**config.mk**
```make
export PLATFORM = sky130hd
export DESIGN_NAME = epoch_hit_formatter
export DESIGN_NICKNAME = d
export VERILOG_FILES = /design/src/rtl/efmt_pkg.sv /design/src/rtl/efmt_timebase.sv /design/src/rtl/efmt_hit_fifo.sv /design/src/rtl/efmt_out_arb.sv /design/src/rtl/epoch_hit_formatter.sv
export SDC_FILE = /design/constraint.sdc
export NUM_CORES = 1
export LEC_CHECK = 0
export CAP_MARGIN = 20
export CORE_ASPECT_RATIO = 0.75
export CORE_MARGIN = 2
export CORE_UTILIZATION = 35
export CTS_BUF_LIST = sky130_fd_sc_hd__clkbuf_4 sky130_fd_sc_hd__clkbuf_8 sky130_fd_sc_hd__clkbuf_16
export DETAILED_ROUTE_END_ITERATION = 8
export GPL_TIMING_DRIVEN = 1
export SYNTH_ARGS = -nofsm -noshare
export SYNTH_HDL_FRONTEND = slang
export SYNTH_SLANG_ARGS = --single-unit
```
**constraint.sdc**
```tcl
create_clock -name clk -period 5.6 [get_ports clk]
set_clock_uncertainty 0.05 [all_clocks]
set_input_delay 0.84 -clock clk [delete_from_list [all_inputs] [get_ports clk]]
set_output_delay 0.84 -clock clk [all_outputs]
set_load 0.02 [all_outputs]
```
**src/rtl/efmt_pkg.sv**
```systemverilog
package efmt_pkg;
  typedef enum logic {
    REC_HIT  = 1'b0,
    REC_MARK = 1'b1
  } rec_kind_e;
endpackage

```
**src/rtl/efmt_timebase.sv**
```systemverilog
module efmt_timebase #(
  parameter int EPOCH_LEN = 1000,
  parameter int OFS_W     = 10,
  parameter int EPOCH_W   = 16
) (
  input  logic               clk,
  input  logic               rst,
  input  logic               tick,
  output logic [OFS_W-1:0]   ofs,
  output logic [EPOCH_W-1:0] epoch
);
  localparam logic [OFS_W-1:0] LAST = OFS_W'(EPOCH_LEN - 1);

  always_ff @(posedge clk) begin
    if (rst) begin
      ofs   <= '0;
      epoch <= '0;
    end else if (tick) begin
      if (ofs == LAST) begin
        ofs   <= '0;
        epoch <= epoch + 1'b1;
      end else begin
        ofs <= ofs + 1'b1;
      end
    end
  end


  rollover_chk: assert property (@(posedge clk) disable iff (rst)
    (tick && ofs == LAST) |=> (ofs == '0 && epoch == EPOCH_W'($past(epoch) + 1'b1)));


  freeze_chk: assert property (@(posedge clk) disable iff (rst)
    !tick |=> ($stable(ofs) && $stable(epoch)));
endmodule

```
**src/rtl/efmt_hit_fifo.sv**
```systemverilog
module efmt_hit_fifo #(
  parameter int WIDTH = 46,
  parameter int DEPTH = 16   // power of two
) (
  input  logic             clk,
  input  logic             rst,
  input  logic             wr_en,
  input  logic [WIDTH-1:0] wr_data,
  input  logic             rd_en,
  output logic [WIDTH-1:0] rd_data,
  output logic             empty,
  output logic             full
);
  localparam int AW = $clog2(DEPTH);

  logic [WIDTH-1:0] mem [DEPTH];
  logic [AW-1:0]    wp, rp;
  logic [AW:0]      cnt;

  always_ff @(posedge clk) begin
    if (wr_en) mem[wp] <= wr_data;
  end

  always_ff @(posedge clk) begin
    if (rst) begin
      wp  <= '0;
      rp  <= '0;
      cnt <= '0;
    end else begin
      if (wr_en) wp <= wp + 1'b1;
      if (rd_en) rp <= rp + 1'b1;
      case ({wr_en, rd_en})
        2'b10:   cnt <= cnt + 1'b1;
        2'b01:   cnt <= cnt - 1'b1;
        default: cnt <= cnt;
      endcase
    end
  end

  assign rd_data = mem[rp];
  assign empty   = (cnt == '0);
  assign full    = (cnt == (AW+1)'(DEPTH));


  no_overflow_chk: assert property (@(posedge clk) disable iff (rst)
    wr_en |-> !full);


  no_underflow_chk: assert property (@(posedge clk) disable iff (rst)
    rd_en |-> !empty);
endmodule

```
**src/rtl/efmt_out_arb.sv**
```systemverilog
module efmt_out_arb
  import efmt_pkg::*;
#(
  parameter int EPOCH_W = 16,
  parameter int OFS_W   = 10,
  parameter int CHAN_W  = 8,
  parameter int AMP_W   = 12
) (
  input  logic               clk,
  input  logic               rst,
  input  logic [EPOCH_W-1:0] cur_epoch,
  input  logic               head_valid,
  input  logic [EPOCH_W-1:0] head_epoch,
  input  logic [OFS_W-1:0]   head_ofs,
  input  logic [CHAN_W-1:0]  head_chan,
  input  logic [AMP_W-1:0]   head_amp,
  output logic               pop,
  input  logic               out_ready,
  output logic               out_valid,
  output rec_kind_e          out_kind,
  output logic [EPOCH_W-1:0] out_epoch,
  output logic [OFS_W-1:0]   out_offset,
  output logic [CHAN_W-1:0]  out_chan,
  output logic [AMP_W-1:0]   out_amp,
  output logic               lag_flag
);
  // epoch number of the last marker placed in the output register
  logic [EPOCH_W-1:0] sent_ep;
  logic [EPOCH_W-1:0] backlog;
  logic slot_free, head_now, mark_due, take_hit, take_mark;

  always_comb begin
    slot_free = !out_valid || out_ready;
    head_now  = head_valid && (head_epoch == sent_ep);
    mark_due  = (sent_ep != cur_epoch);
    take_hit  = slot_free && head_now;
    take_mark = slot_free && !head_now && mark_due;
    backlog   = cur_epoch - sent_ep;
  end

  assign pop = take_hit;

  always_ff @(posedge clk) begin
    if (rst) begin
      out_valid  <= 1'b0;
      out_kind   <= REC_HIT;
      out_epoch  <= '0;
      out_offset <= '0;
      out_chan   <= '0;
      out_amp    <= '0;
      sent_ep    <= '1;
    end else if (take_hit) begin
      out_valid  <= 1'b1;
      out_kind   <= REC_HIT;
      out_epoch  <= '0;
      out_offset <= head_ofs;
      out_chan   <= head_chan;
      out_amp    <= head_amp;
    end else if (take_mark) begin
      out_valid  <= 1'b1;
      out_kind   <= REC_MARK;
      out_epoch  <= sent_ep + 1'b1;
      out_offset <= '0;
      out_chan   <= '0;
      out_amp    <= '0;
      sent_ep    <= sent_ep + 1'b1;
    end else if (out_ready) begin
      out_valid  <= 1'b0;
    end
  end

  always_ff @(posedge clk) begin
    if (rst)                          lag_flag <= 1'b0;
    else if (backlog > EPOCH_W'(1))   lag_flag <= 1'b1;
  end


  hold_chk: assert property (@(posedge clk) disable iff (rst)
    (out_valid && !out_ready) |=>
      (out_valid && $stable({out_kind, out_epoch, out_offset, out_chan, out_amp})));


  lag_sticky_chk: assert property (@(posedge clk) disable iff (rst)
    lag_flag |=> lag_flag);
endmodule

```
**src/rtl/epoch_hit_formatter.sv**
```systemverilog
module epoch_hit_formatter
  import efmt_pkg::*;
#(
  parameter int EPOCH_LEN  = 1000,
  parameter int OFS_W      = $clog2(EPOCH_LEN),
  parameter int EPOCH_W    = 16,
  parameter int CHAN_W     = 8,
  parameter int AMP_W      = 12,
  parameter int FIFO_DEPTH = 16
) (
  input  logic               clk,
  input  logic               rst,
  input  logic               tick,
  input  logic               hit_valid,
  output logic               hit_ready,
  input  logic [CHAN_W-1:0]  hit_chan,
  input  logic [AMP_W-1:0]   hit_amp,
  output logic               out_valid,
  input  logic               out_ready,
  output logic               out_kind,
  output logic [EPOCH_W-1:0] out_epoch,
  output logic [OFS_W-1:0]   out_offset,
  output logic [CHAN_W-1:0]  out_chan,
  output logic [AMP_W-1:0]   out_amp,
  output logic               lag_flag
);
  localparam int ENTRY_W = EPOCH_W + OFS_W + CHAN_W + AMP_W;

  logic [OFS_W-1:0]   now_ofs;
  logic [EPOCH_W-1:0] now_epoch;
  logic               fifo_empty, fifo_full, wr_en, rd_en;
  logic [ENTRY_W-1:0] wr_entry, head_entry;
  rec_kind_e          kind;

  efmt_timebase #(
    .EPOCH_LEN(EPOCH_LEN), .OFS_W(OFS_W), .EPOCH_W(EPOCH_W)
  ) u_timebase (
    .clk(clk), .rst(rst), .tick(tick), .ofs(now_ofs), .epoch(now_epoch)
  );

  assign hit_ready = !fifo_full;
  assign wr_en     = hit_valid && hit_ready;
  assign wr_entry  = {now_epoch, now_ofs, hit_chan, hit_amp};

  efmt_hit_fifo #(
    .WIDTH(ENTRY_W), .DEPTH(FIFO_DEPTH)
  ) u_fifo (
    .clk(clk), .rst(rst), .wr_en(wr_en), .wr_data(wr_entry),
    .rd_en(rd_en), .rd_data(head_entry), .empty(fifo_empty), .full(fifo_full)
  );

  efmt_out_arb #(
    .EPOCH_W(EPOCH_W), .OFS_W(OFS_W), .CHAN_W(CHAN_W), .AMP_W(AMP_W)
  ) u_arb (
    .clk(clk), .rst(rst), .cur_epoch(now_epoch),
    .head_valid(!fifo_empty),
    .head_epoch(head_entry[ENTRY_W-1 -: EPOCH_W]),
    .head_ofs(head_entry[CHAN_W+AMP_W +: OFS_W]),
    .head_chan(head_entry[AMP_W +: CHAN_W]),
    .head_amp(head_entry[AMP_W-1:0]),
    .pop(rd_en),
    .out_ready(out_ready), .out_valid(out_valid), .out_kind(kind),
    .out_epoch(out_epoch), .out_offset(out_offset), .out_chan(out_chan),
    .out_amp(out_amp), .lag_flag(lag_flag)
  );

  assign out_kind = kind;


  reset_idle_chk: assert property (@(posedge clk)
    $past(rst) |-> (!out_valid && !lag_flag && hit_ready));
endmodule

```
==> results of run 1 <==
==> worst max-delay path: cells and delay by family, from the launching register on <==
family	cells	cell delay [ns]
simple gates	3	1.13
mux	2	1.11
fa+ha+maj	2	0.59
compound gates	5	0.75
xor+xnor	3	0.49
flops	1	0.72
==> layout make-up <==
cell class,instances,area (µm²)
multi-input combinational,718,8470
clock inverter,39,552
inverter,28,105
sequential,844,24300
clock buffer,106,2220
fill,8224,55300
tap,1237,1550
timing repair buffer,121,1200
==> flip-flops by register name, summed over array words and instances, names as in the netlist, 8 cells and up, named ones only <==
name and cells:
u_fifo.mem 736, u_timebase.epoch 16, u_arb.out_chan 8, u_arb.out_offset 10, u_arb.out_epoch 16, u_arb.out_amp 12
u_timebase.ofs 10, u_arb.sent_ep 16
==> worst max-delay path by stage <==
stage	startpoint	to	slack, ns	cells past startpoint
2_1_floorplan	u_fifo.cnt[1]	u_fifo.mem[3][0]	0.51	7
3_3_place_gp	register	u_fifo.cnt[4]	0.67	14
3_5_place_dp	register	u_fifo.cnt[4]	0.71	15
4_1_cts	register	u_fifo.cnt[4]	0.68	15
5_1_grt	register	u_fifo.cnt[4]	0.35	15
6_report	register	u_fifo.cnt[4]	0.66	15
==> power by group through the flow <==
stage                     clock, mW  combinational, mW  sequential (mW)
after global routing           6.04              0.725             7.01
final                          5.68              0.665             7.01
after floorplan                   0              0.383             7.13
after CTS                      5.82              0.669             7.00
after global placement            0              0.656             7.13
after detailed placement          0              0.666             7.14
==> cells by family after synthesis <==
group / after synthesis / share of synthesized area [%]
XOR/XNOR: 77 / 2.03
buffers and inverters: 115 / 1.68
multiplexers: 258 / 15.7
flip-flops: 844 / 73.2
AO/OA/AOI/OAI: 134 / 2.97
AND/OR/NAND/NOR: 221 / 3.35
adder cells (fa/ha/maj): 28 / 1.08
==> metal layers <==
layer  share of wire, %  track usage [%]  up-vias  wire length [µm]
li1                   -                -     7084                 -
met1                 47             23.9     8754             36700
met2                 44             23.8      618             34500
met3                7.3             3.47       93              5680
met4                1.6             3.48        4              1220
met5              0.032                0        -                25
==> per-stage QoR <==
| step | util, % | area [µm²] |
|---|---|---|
| 3_3_place_gp | 38.0 | 35600 |
| 2_1_floorplan | - | 33200 |
| 3_5_place_dp | 38.0 | 35600 |
| 4_1_cts | 41.0 | 38400 |
| 5_1_grt | 41.0 | 38400 |
| 6_report | 41.0 | 38400 |
==> cells in the mapped netlist (all sizes together), types with 6 or more instances <==
| library cell | n |
|---|---|
| o2bb2ai | 10 |
| nor3 | 15 |
| nor4 | 6 |
| dfxtp | 108 |
| nor2b | 8 |
| nand2 | 47 |
| clkbuf | 40 |
| ha | 27 |
| a22o | 7 |
| o21ai | 29 |
| xnor2 | 50 |
| nor2 | 64 |
| or3 | 15 |
| mux2i | 43 |
| edfxtp | 736 |
| o211ai | 9 |
| nand3 | 21 |
| a32o | 30 |
| buf | 47 |
| a21oi | 23 |
| inv | 27 |
| and3 | 6 |
| mux4 | 210 |
| nand4 | 14 |
| xor2 | 27 |
==> impl_metrics.py, run 1 <==
metrics = {
    "placed_design": {
        "place_ws_ns": 0.715,
        "port_buffers": 74,
        "place_hpwl_mm": 42.0,
        "gp_congestion": 0.818,
        "dp_cells": 2948,
    },
    "clocking": {
        "post_cts_buffers": 0,
        "clk_latency_ns": 0.64,
        "cts_resized": 0,
        "numClockSinks": 844,
        "clockBufferDepth": 3,
        "hold_buffers": 0,
        "htree_levels": 3,
        "cts.clk_slew.worst_paths_ns": 0.06,
        "clock-root-buffer": "clkbuf_16",
        "cts_made_buffers": 78,
        "cts_tree": "done",
    },
    "min_path": {
        "holdPathStages": 1,
        "holdPathEnd": "u_arb.out_chan[4]",
        "hp-start": "u_arb.out_chan[4]",
        "hp-class": "register to register",
    },
    "floorplanning": {
        "die_h_um": 271,
        "die_x_um": 359,
        "ioPinCount": 75,
        "die_area_mm2": 0.0973,
        "rows": 97,
        "core_area_mm2": 0.0937,
        "start_util_pct": 35.4,
    },
    "worst_setup_path": {
        "r2r-end": "u_fifo.cnt[4]",
        "reg2regPathDepth": 15,
        "cpPeakStageDelay_ns": 0.72,
        "worstPathArrival_ns": 5.45,
        "crit_chain": "mux4_2 -> mux4_2 -> xnor2_1 -> a211o_1 -> or4_4 -> nor3_4 -> ha_1 -> xor2_1 -> ha_1 -> o21ai_0 -> a21oi_1 -> a21oi_1 -> xor2_1 -> or3_1 -> a21oi_1",
        "required_ns": 6.11,
        "r2r_setup_slack_ns": 0.66,
        "crit_type": "register to register",
        "crit_path_max_fanout": 32,
        "slowest_stage": "dfxtp_4",
        "cpMostUsedCell": "a21oi_1",
        "startpoint_type": "register",
        "crit_path_end_kind": "register",
    },
    "synth": {
        "synthCells": 1677,
        "synth.net_count": 1730,
        "synth_area_leaders": "edfxtp_1 (67%), mux4_2 (14%), dfxtp_1 (6.5%)",
        "synth.top_cell.area_share_pct": 66.6,
        "synth_edf_count": 736,
        "yosys_warnings": 0,
        "synth_area_mm2": 0.0332,
        "yosys.cell_types.count": 66,
        "yosysTopAreaCell": "edfxtp_1",
        "synth_ff_type": "edfxtp_1",
        "async_flop_share_pct": 0,
        "syn_area_per_cell_um2": 19.8,
        "ys_ff_latch": 844,
        "ys_seq_area_share_pct": 73.2,
    },
    "pwr": {
        "intPower_mw": 10.5,
        "pwr-share-comb_pct": 5.0,
        "ir_drop_v": 0.000212,
        "seqPwrFrac_pct": 52.5,
        "swShare_pct": 21.1,
        "pwr-share-clk_pct": 42.6,
        "power.density_mw_per_mm2": 348,
        "p_total_mw": 13.4,
        "p_sw_mw": 2.82,
        "p_leak_nw": 12.1,
    },
    "routing": {
        "post-route-drc-count": 0,
        "wl_mm": 78.2,
        "drtIter0Drc": 1804,
        "postRouteAntennaNets": 0,
        "drtPass1Iterations": 5,
        "viasPerCell": 5.35,
        "num_vias": 16600,
        "avgRoutedWirePerCell_um": 25.3,
    },
    "layout": {
        "layout_commonest_cell": "edfxtp_1",
        "n_antenna_cell": 0,
        "instances_no_fill": 3093,
        "finalNetCount": 1844,
        "area_delta_synth_final_pct": 15.7,
        "drive_gt1_share_pct": 22.9,
        "final_cell_mix": "edfxtp_1 (736), mux4_2 (210), dfxtp_1 (104)",
    },
    "grt": {
        "grt_max_degree": 53,
        "grt_pass1_wl_mm": 115,
        "antenna_found_initial": 2,
        "first_global_vias": 16800,
        "overflow": 0,
        "grt_usage_pct": 15.9,
    },
    "sta": {
        "min_period_over_period_pct": 88.3,
        "setup_ws_ns": 0.658,
        "slew_violations": 0,
        "tightestPinTransition_ns": 1.06,
        "hold_viol": 0,
        "hold_slack_ns": 0.416,
        "final.setup.tns_ns": 0,
        "grt_setup_unrepaired": "no",
        "period_minus_slack_ns": 4.94,
        "timing.fmax_mhz": 202,
        "setup_viol": 0,
        "maxSlewHeadroom_pct": 29.1,
    },
    "run": {
        "maxCapViolCount": 0,
    },
    "run_status": {
        "status": "completed",
    },
}
Power figures use the tool's default switching activity.
==> inputs of run 2 (changes only) <==
- CORE_UTILIZATION: 35 -> 60
- PLACE_DENSITY: default -> 0.77
- SLEW_MARGIN: default -> 40
==> impl_metrics.py, run 2 (synthesized netlist as in run 1, its figures left out) <==
metrics = {
    "clocking": {
        "numClockSinks": 844,
        "cts.clk_slew.worst_paths_ns": 0.06,
        "clockBufferDepth": 3,
        "cts_resized": 0,
        "hold_buffers": 0,
        "cts_made_buffers": 79,
        "clock-root-buffer": "clkbuf_16",
        "clk_latency_ns": 0.64,
        "htree_levels": 3,
        "post_cts_buffers": 0,
        "cts_tree": "done",
    },
    "floorplanning": {
        "die_area_mm2": 0.0572,
        "die_x_um": 275,
        "rows": 74,
        "start_util_pct": 60.8,
        "die_h_um": 208,
        "ioPinCount": 75,
        "core_area_mm2": 0.0545,
    },
    "grt": {
        "grt.met2_usage_pct": 41.1,
        "grt_util_met3_pct": 5.86,
        "antenna_found_initial": 0,
        "grt.busiest_layer": "met2",
        "grt_max_degree": 68,
        "grt_pass1_wl_mm": 110,
        "grtUsageMet1_pct": 39.0,
        "first_global_vias": 17000,
        "overflow": 0,
        "grt_usage_pct": 26.6,
    },
    "sta": {
        "slew_violations": 0,
        "timing.fmax_mhz": 204,
        "tightestPinTransition_ns": 0.829,
        "maxSlewHeadroom_pct": 44.7,
        "grt_setup_unrepaired": "no",
        "hold_viol": 0,
        "final.setup.tns_ns": 0,
        "setup_viol": 0,
        "min_period_over_period_pct": 87.7,
        "period_minus_slack_ns": 4.91,
    },
    "pwr": {
        "pwr-share-clk_pct": 41.7,
        "intPower_mw": 10.3,
        "pwr-share-comb_pct": 5.0,
        "swShare_pct": 21.3,
        "p_total_mw": 13.1,
        "ir_drop_v": 0.000368,
        "p_leak_nw": 12.2,
        "power.density_mw_per_mm2": 347,
        "p_sw_mw": 2.79,
        "seqPwrFrac_pct": 53.3,
    },
    "routing": {
        "wl_mm": 74.8,
        "drtIter0Drc": 2215,
        "post-route-drc-count": 0,
        "viasPerCell": 6.66,
        "drtPass1Iterations": 5,
        "num_vias": 17200,
        "avgRoutedWirePerCell_um": 28.9,
        "postRouteAntennaNets": 0,
    },
    "layout": {
        "largest_register": "u_fifo.mem",
        "layout_commonest_cell": "edfxtp_1",
        "fill_cells": 3218,
        "final_cell_mix": "edfxtp_1 (736), mux4_2 (210), dfxtp_1 (102)",
        "drive_gt1_share_pct": 23.5,
        "finalNetCount": 1855,
        "area_delta_synth_final_pct": 14.1,
        "n_antenna_cell": 0,
        "instances_no_fill": 2589,
        "largest_register_ffs": 736,
    },
    "worst_setup_path": {
        "reg2regPathDepth": 16,
        "r2r-end": "u_fifo.cnt[4]",
        "required_ns": 6.10,
        "worstPathArrival_ns": 5.41,
        "r2r_setup_slack_ns": 0.69,
        "startpoint_type": "register",
        "crit_path_end_kind": "register",
        "crit_path_max_fanout": 42,
        "crit_type": "register to register",
    },
    "min_path": {
        "holdPathEnd": "u_arb.out_amp[1]",
        "hp-start": "u_arb.out_amp[1]",
        "holdPathStages": 1,
        "hp-class": "register to register",
    },
    "run": {
        "maxCapViolCount": 0,
    },
    "placed_design": {
        "port_buffers": 74,
        "dp_cells": 2443,
        "place_hpwl_mm": 40.1,
        "gp_congestion": 0.875,
    },
    "run_status": {
        "status": "completed",
    },
}
[run 2: cell count changes in the layout (fill, tap and decap cells not counted), moves of 4 or more]
cell	delta
buf_16	+4
clkbuf_8	+6
clkinv_2	+5
bufinv_16	-7
buf_6	+5
[run 2: cell type report]
class                           instances  area [µm²]  share of cell area, %
Clock buffer                          112        2320                   6.14
Clock inverter                         34         365                  0.966
Inverter                               28         105                  0.278
Multi-Input combinational cell        718        8460                   22.4
Sequential cell                       844       24300                   64.2
Tap cell                              722         903                   2.39
Timing Repair Buffer                  131        1390                   3.67
[run 2: power by group through the flow]
| stage | Combinational [mW] | Sequential, mW | Clock (mW) |
|---|---|---|---|
| detailed placement | 0.643 | 7.13 | 0 |
| global placement | 0.625 | 7.12 | 0 |
| floorplan | 0.383 | 7.13 | 0 |
| CTS | 0.648 | 6.99 | 5.53 |
| finish | 0.657 | 7.00 | 5.47 |
| global route | 0.707 | 7.00 | 5.74 |
[run 2: how the worst max path moves through the flow]
stage / startpoint / endpoint / depth (start not counted)
CTS: register / u_fifo.cnt[4] / 16
global placement: register / u_fifo.cnt[4] / 17
floorplan: u_fifo.cnt[1] / u_fifo.mem[3][0] / 7
detailed placement: register / u_fifo.cnt[4] / 16
finish: register / u_fifo.cnt[4] / 16
global route: register / u_fifo.cnt[4] / 17
[run 2: metal layers]
layer	vias to the layer above	part of all wire, %	wire, µm
met5	-	0	0
met4	0	2.7	1990
met3	157	9.0	6750
met2	908	48	35900
met1	9081	40	30200
li1	7102	-	-
[run 2: critical path, stage by stage, from the launching register on]
cell	delay [ns]
dfxtp_4	0.77
buf_4	0.45
mux4_2	0.55
mux2i_1	0.19
o21ai_0	0.29
xnor2_1	0.23
a211o_1	0.43
nor3_4	0.26
ha_1	0.21
xor2_1	0.15
ha_1	0.20
o21ai_0	0.08
a21oi_1	0.18
a21oi_1	0.11
xor2_1	0.16
or3_1	0.31
a21oi_1	0.15
[run 2: per-stage QoR]
| stage | area [µm²] | hold slack (ns) | worst slack [ns] | utilization (%) |
|---|---|---|---|---|
| final | 37800 | 0.414 | 0.690 | 69.4 |
| after global routing | 37800 | 0.427 | 0.402 | 69.4 |
| after CTS | 37800 | 0.417 | 0.672 | 69.4 |
| after detailed placement | 35100 | 0.399 | 0.712 | 64.4 |
| after global placement | 35000 | 0.394 | 0.730 | 64.1 |
| after floorplan | 33200 | 0.422 | 0.506 | - |
==> inputs of run 3 (changes only) <==
- PLACE_DENSITY: 0.77 -> 0.82
==> impl_metrics.py, run 3 (synthesized netlist as in run 1, its figures left out) <==
metrics = {
    "run_status": {
        "status": "completed",
    },
    "worst_setup_path": {
        "crit_type": "register to register",
        "startpoint_type": "register",
        "crit_path_end_kind": "register",
        "required_ns": 6.11,
        "worstPathArrival_ns": 5.56,
        "crit_path_max_fanout": 42,
    },
    "routing": {
        "num_vias": 17300,
        "wl_met3_mm": 7.42,
        "postRouteAntennaNets": 0,
        "wl_mm": 78.0,
        "drtIter0Drc": 2263,
        "top_layer": "met4",
        "viasPerCell": 6.69,
        "avgRoutedWirePerCell_um": 30.2,
        "met2_length_mm": 38.7,
        "wl_met1_mm": 29.6,
        "drtPass1Iterations": 6,
        "post-route-drc-count": 0,
    },
    "sta": {
        "maxSlewHeadroom_pct": 43.6,
        "period_minus_slack_ns": 5.06,
        "slew_violations": 0,
        "hold_viol": 0,
        "final.setup.tns_ns": 0,
        "tightestPinTransition_ns": 0.845,
        "min_period_over_period_pct": 90.3,
        "setup_viol": 0,
        "timing.fmax_mhz": 198,
        "grt_setup_unrepaired": "no",
    },
    "floorplanning": {
        "core_area_mm2": 0.0545,
        "die_x_um": 275,
        "die_area_mm2": 0.0572,
        "rows": 74,
        "ioPinCount": 75,
        "die_h_um": 208,
        "start_util_pct": 60.8,
    },
    "grt": {
        "grt_usage_pct": 28.0,
        "grt_pass1_wl_mm": 115,
        "overflow": 0,
        "grt_max_degree": 67,
        "antenna_found_initial": 0,
        "first_global_vias": 17500,
    },
    "layout": {
        "final_area_mm2": 0.0377,
        "final_cell_mix": "edfxtp_1 (736), mux4_2 (210), dfxtp_1 (103)",
        "area_delta_synth_final_pct": 13.7,
        "drive_gt1_share_pct": 23.6,
        "largest_register_ffs": 736,
        "largest_register": "u_fifo.mem",
        "instances_no_fill": 2582,
        "fill_cells": 3186,
        "finalNetCount": 1849,
        "n_antenna_cell": 0,
        "fin_util_pct": 69.2,
        "layout_commonest_cell": "edfxtp_1",
    },
    "clocking": {
        "htree_levels": 3,
        "cts.clk_slew.worst_paths_ns": 0.06,
        "clk_latency_ns": 0.63,
        "post_cts_buffers": 0,
        "hold_buffers": 0,
        "numClockSinks": 844,
        "clockBufferDepth": 3,
        "cts_tree": "done",
        "clock-root-buffer": "clkbuf_16",
        "cts_resized": 0,
        "cts_made_buffers": 77,
    },
    "placed_design": {
        "port_buffers": 74,
        "gp_congestion": 0.871,
        "dp_cells": 2438,
        "placed_area_mm2": 0.0351,
        "place_hpwl_mm": 42.3,
    },
    "pwr": {
        "power.density_mw_per_mm2": 346,
        "ir_drop_v": 0.000305,
        "p_leak_nw": 12.2,
        "p_total_mw": 13.0,
    },
    "min_path": {
        "hp-class": "register to register",
    },
    "run": {
        "maxCapViolCount": 0,
    },
}
run 3: layer usage:
metal  vias to the layer above  global-route usage [%]
met2                      1067                    44.3
met4                         0                    8.82
met1                      8973                    39.9
li1                       7077                       -
met3                       155                    5.73
met5                         -                       0
run 3: final timing paths:
| check | start | endpoint | slack (ns) | cells past startpoint |
|---|---|---|---|---|
| setup reg to reg | register | u_fifo.cnt[4] | 0.54 | 16 |
| hold / removal | u_arb.out_chan[5] | u_arb.out_chan[5] | 0.42 | 1 |
| hold reg to reg | u_arb.out_chan[5] | u_arb.out_chan[5] | 0.42 | 1 |
| setup / recovery | register | u_fifo.cnt[4] | 0.54 | 16 |
run 3: cell type report:
type | instances | area (µm²) | share of cell area, %
tap | 722 | 903 | 2.40
inverter | 28 | 105 | 0.279
clock buffer | 118 | 2400 | 6.36
multi-input combinational | 718 | 8470 | 22.5
sequential | 844 | 24300 | 64.4
timing repair buffer | 127 | 1330 | 3.53
clock inverter | 25 | 235 | 0.624
run 3: where the power goes:
| part | switching (mW) | internal, mW | total [mW] |
|---|---|---|---|
| clock | 2.27 | 3.11 | 5.38 |
| sequential | 0.101 | 6.90 | 7.00 |
| combinational | 0.388 | 0.272 | 0.660 |
run 3: through the flow:
stage	setup slack, ns	hold WS (ns)
after floorplan	0.506	0.422
after global placement	0.819	0.401
after detailed placement	0.692	0.402
after CTS	0.613	0.418
after global routing	0.343	0.436
final	0.541	0.419
run 3: worst max-delay path, cell delays in order, from the launching register on:
cell,delay [ns]
dfxtp_4,0.78
buf_4,0.49
mux4_2,0.37
mux2i_1,0.21
mux2i_1,0.15
xnor2_1,0.22
nand2_1,0.10
or4_4,0.60
nor3_4,0.16
buf_4,0.59
ha_1,0.31
a21oi_1,0.05
a21oi_1,0.12
a21oi_1,0.09
xor2_1,0.15
or3_1,0.31
a21oi_1,0.14
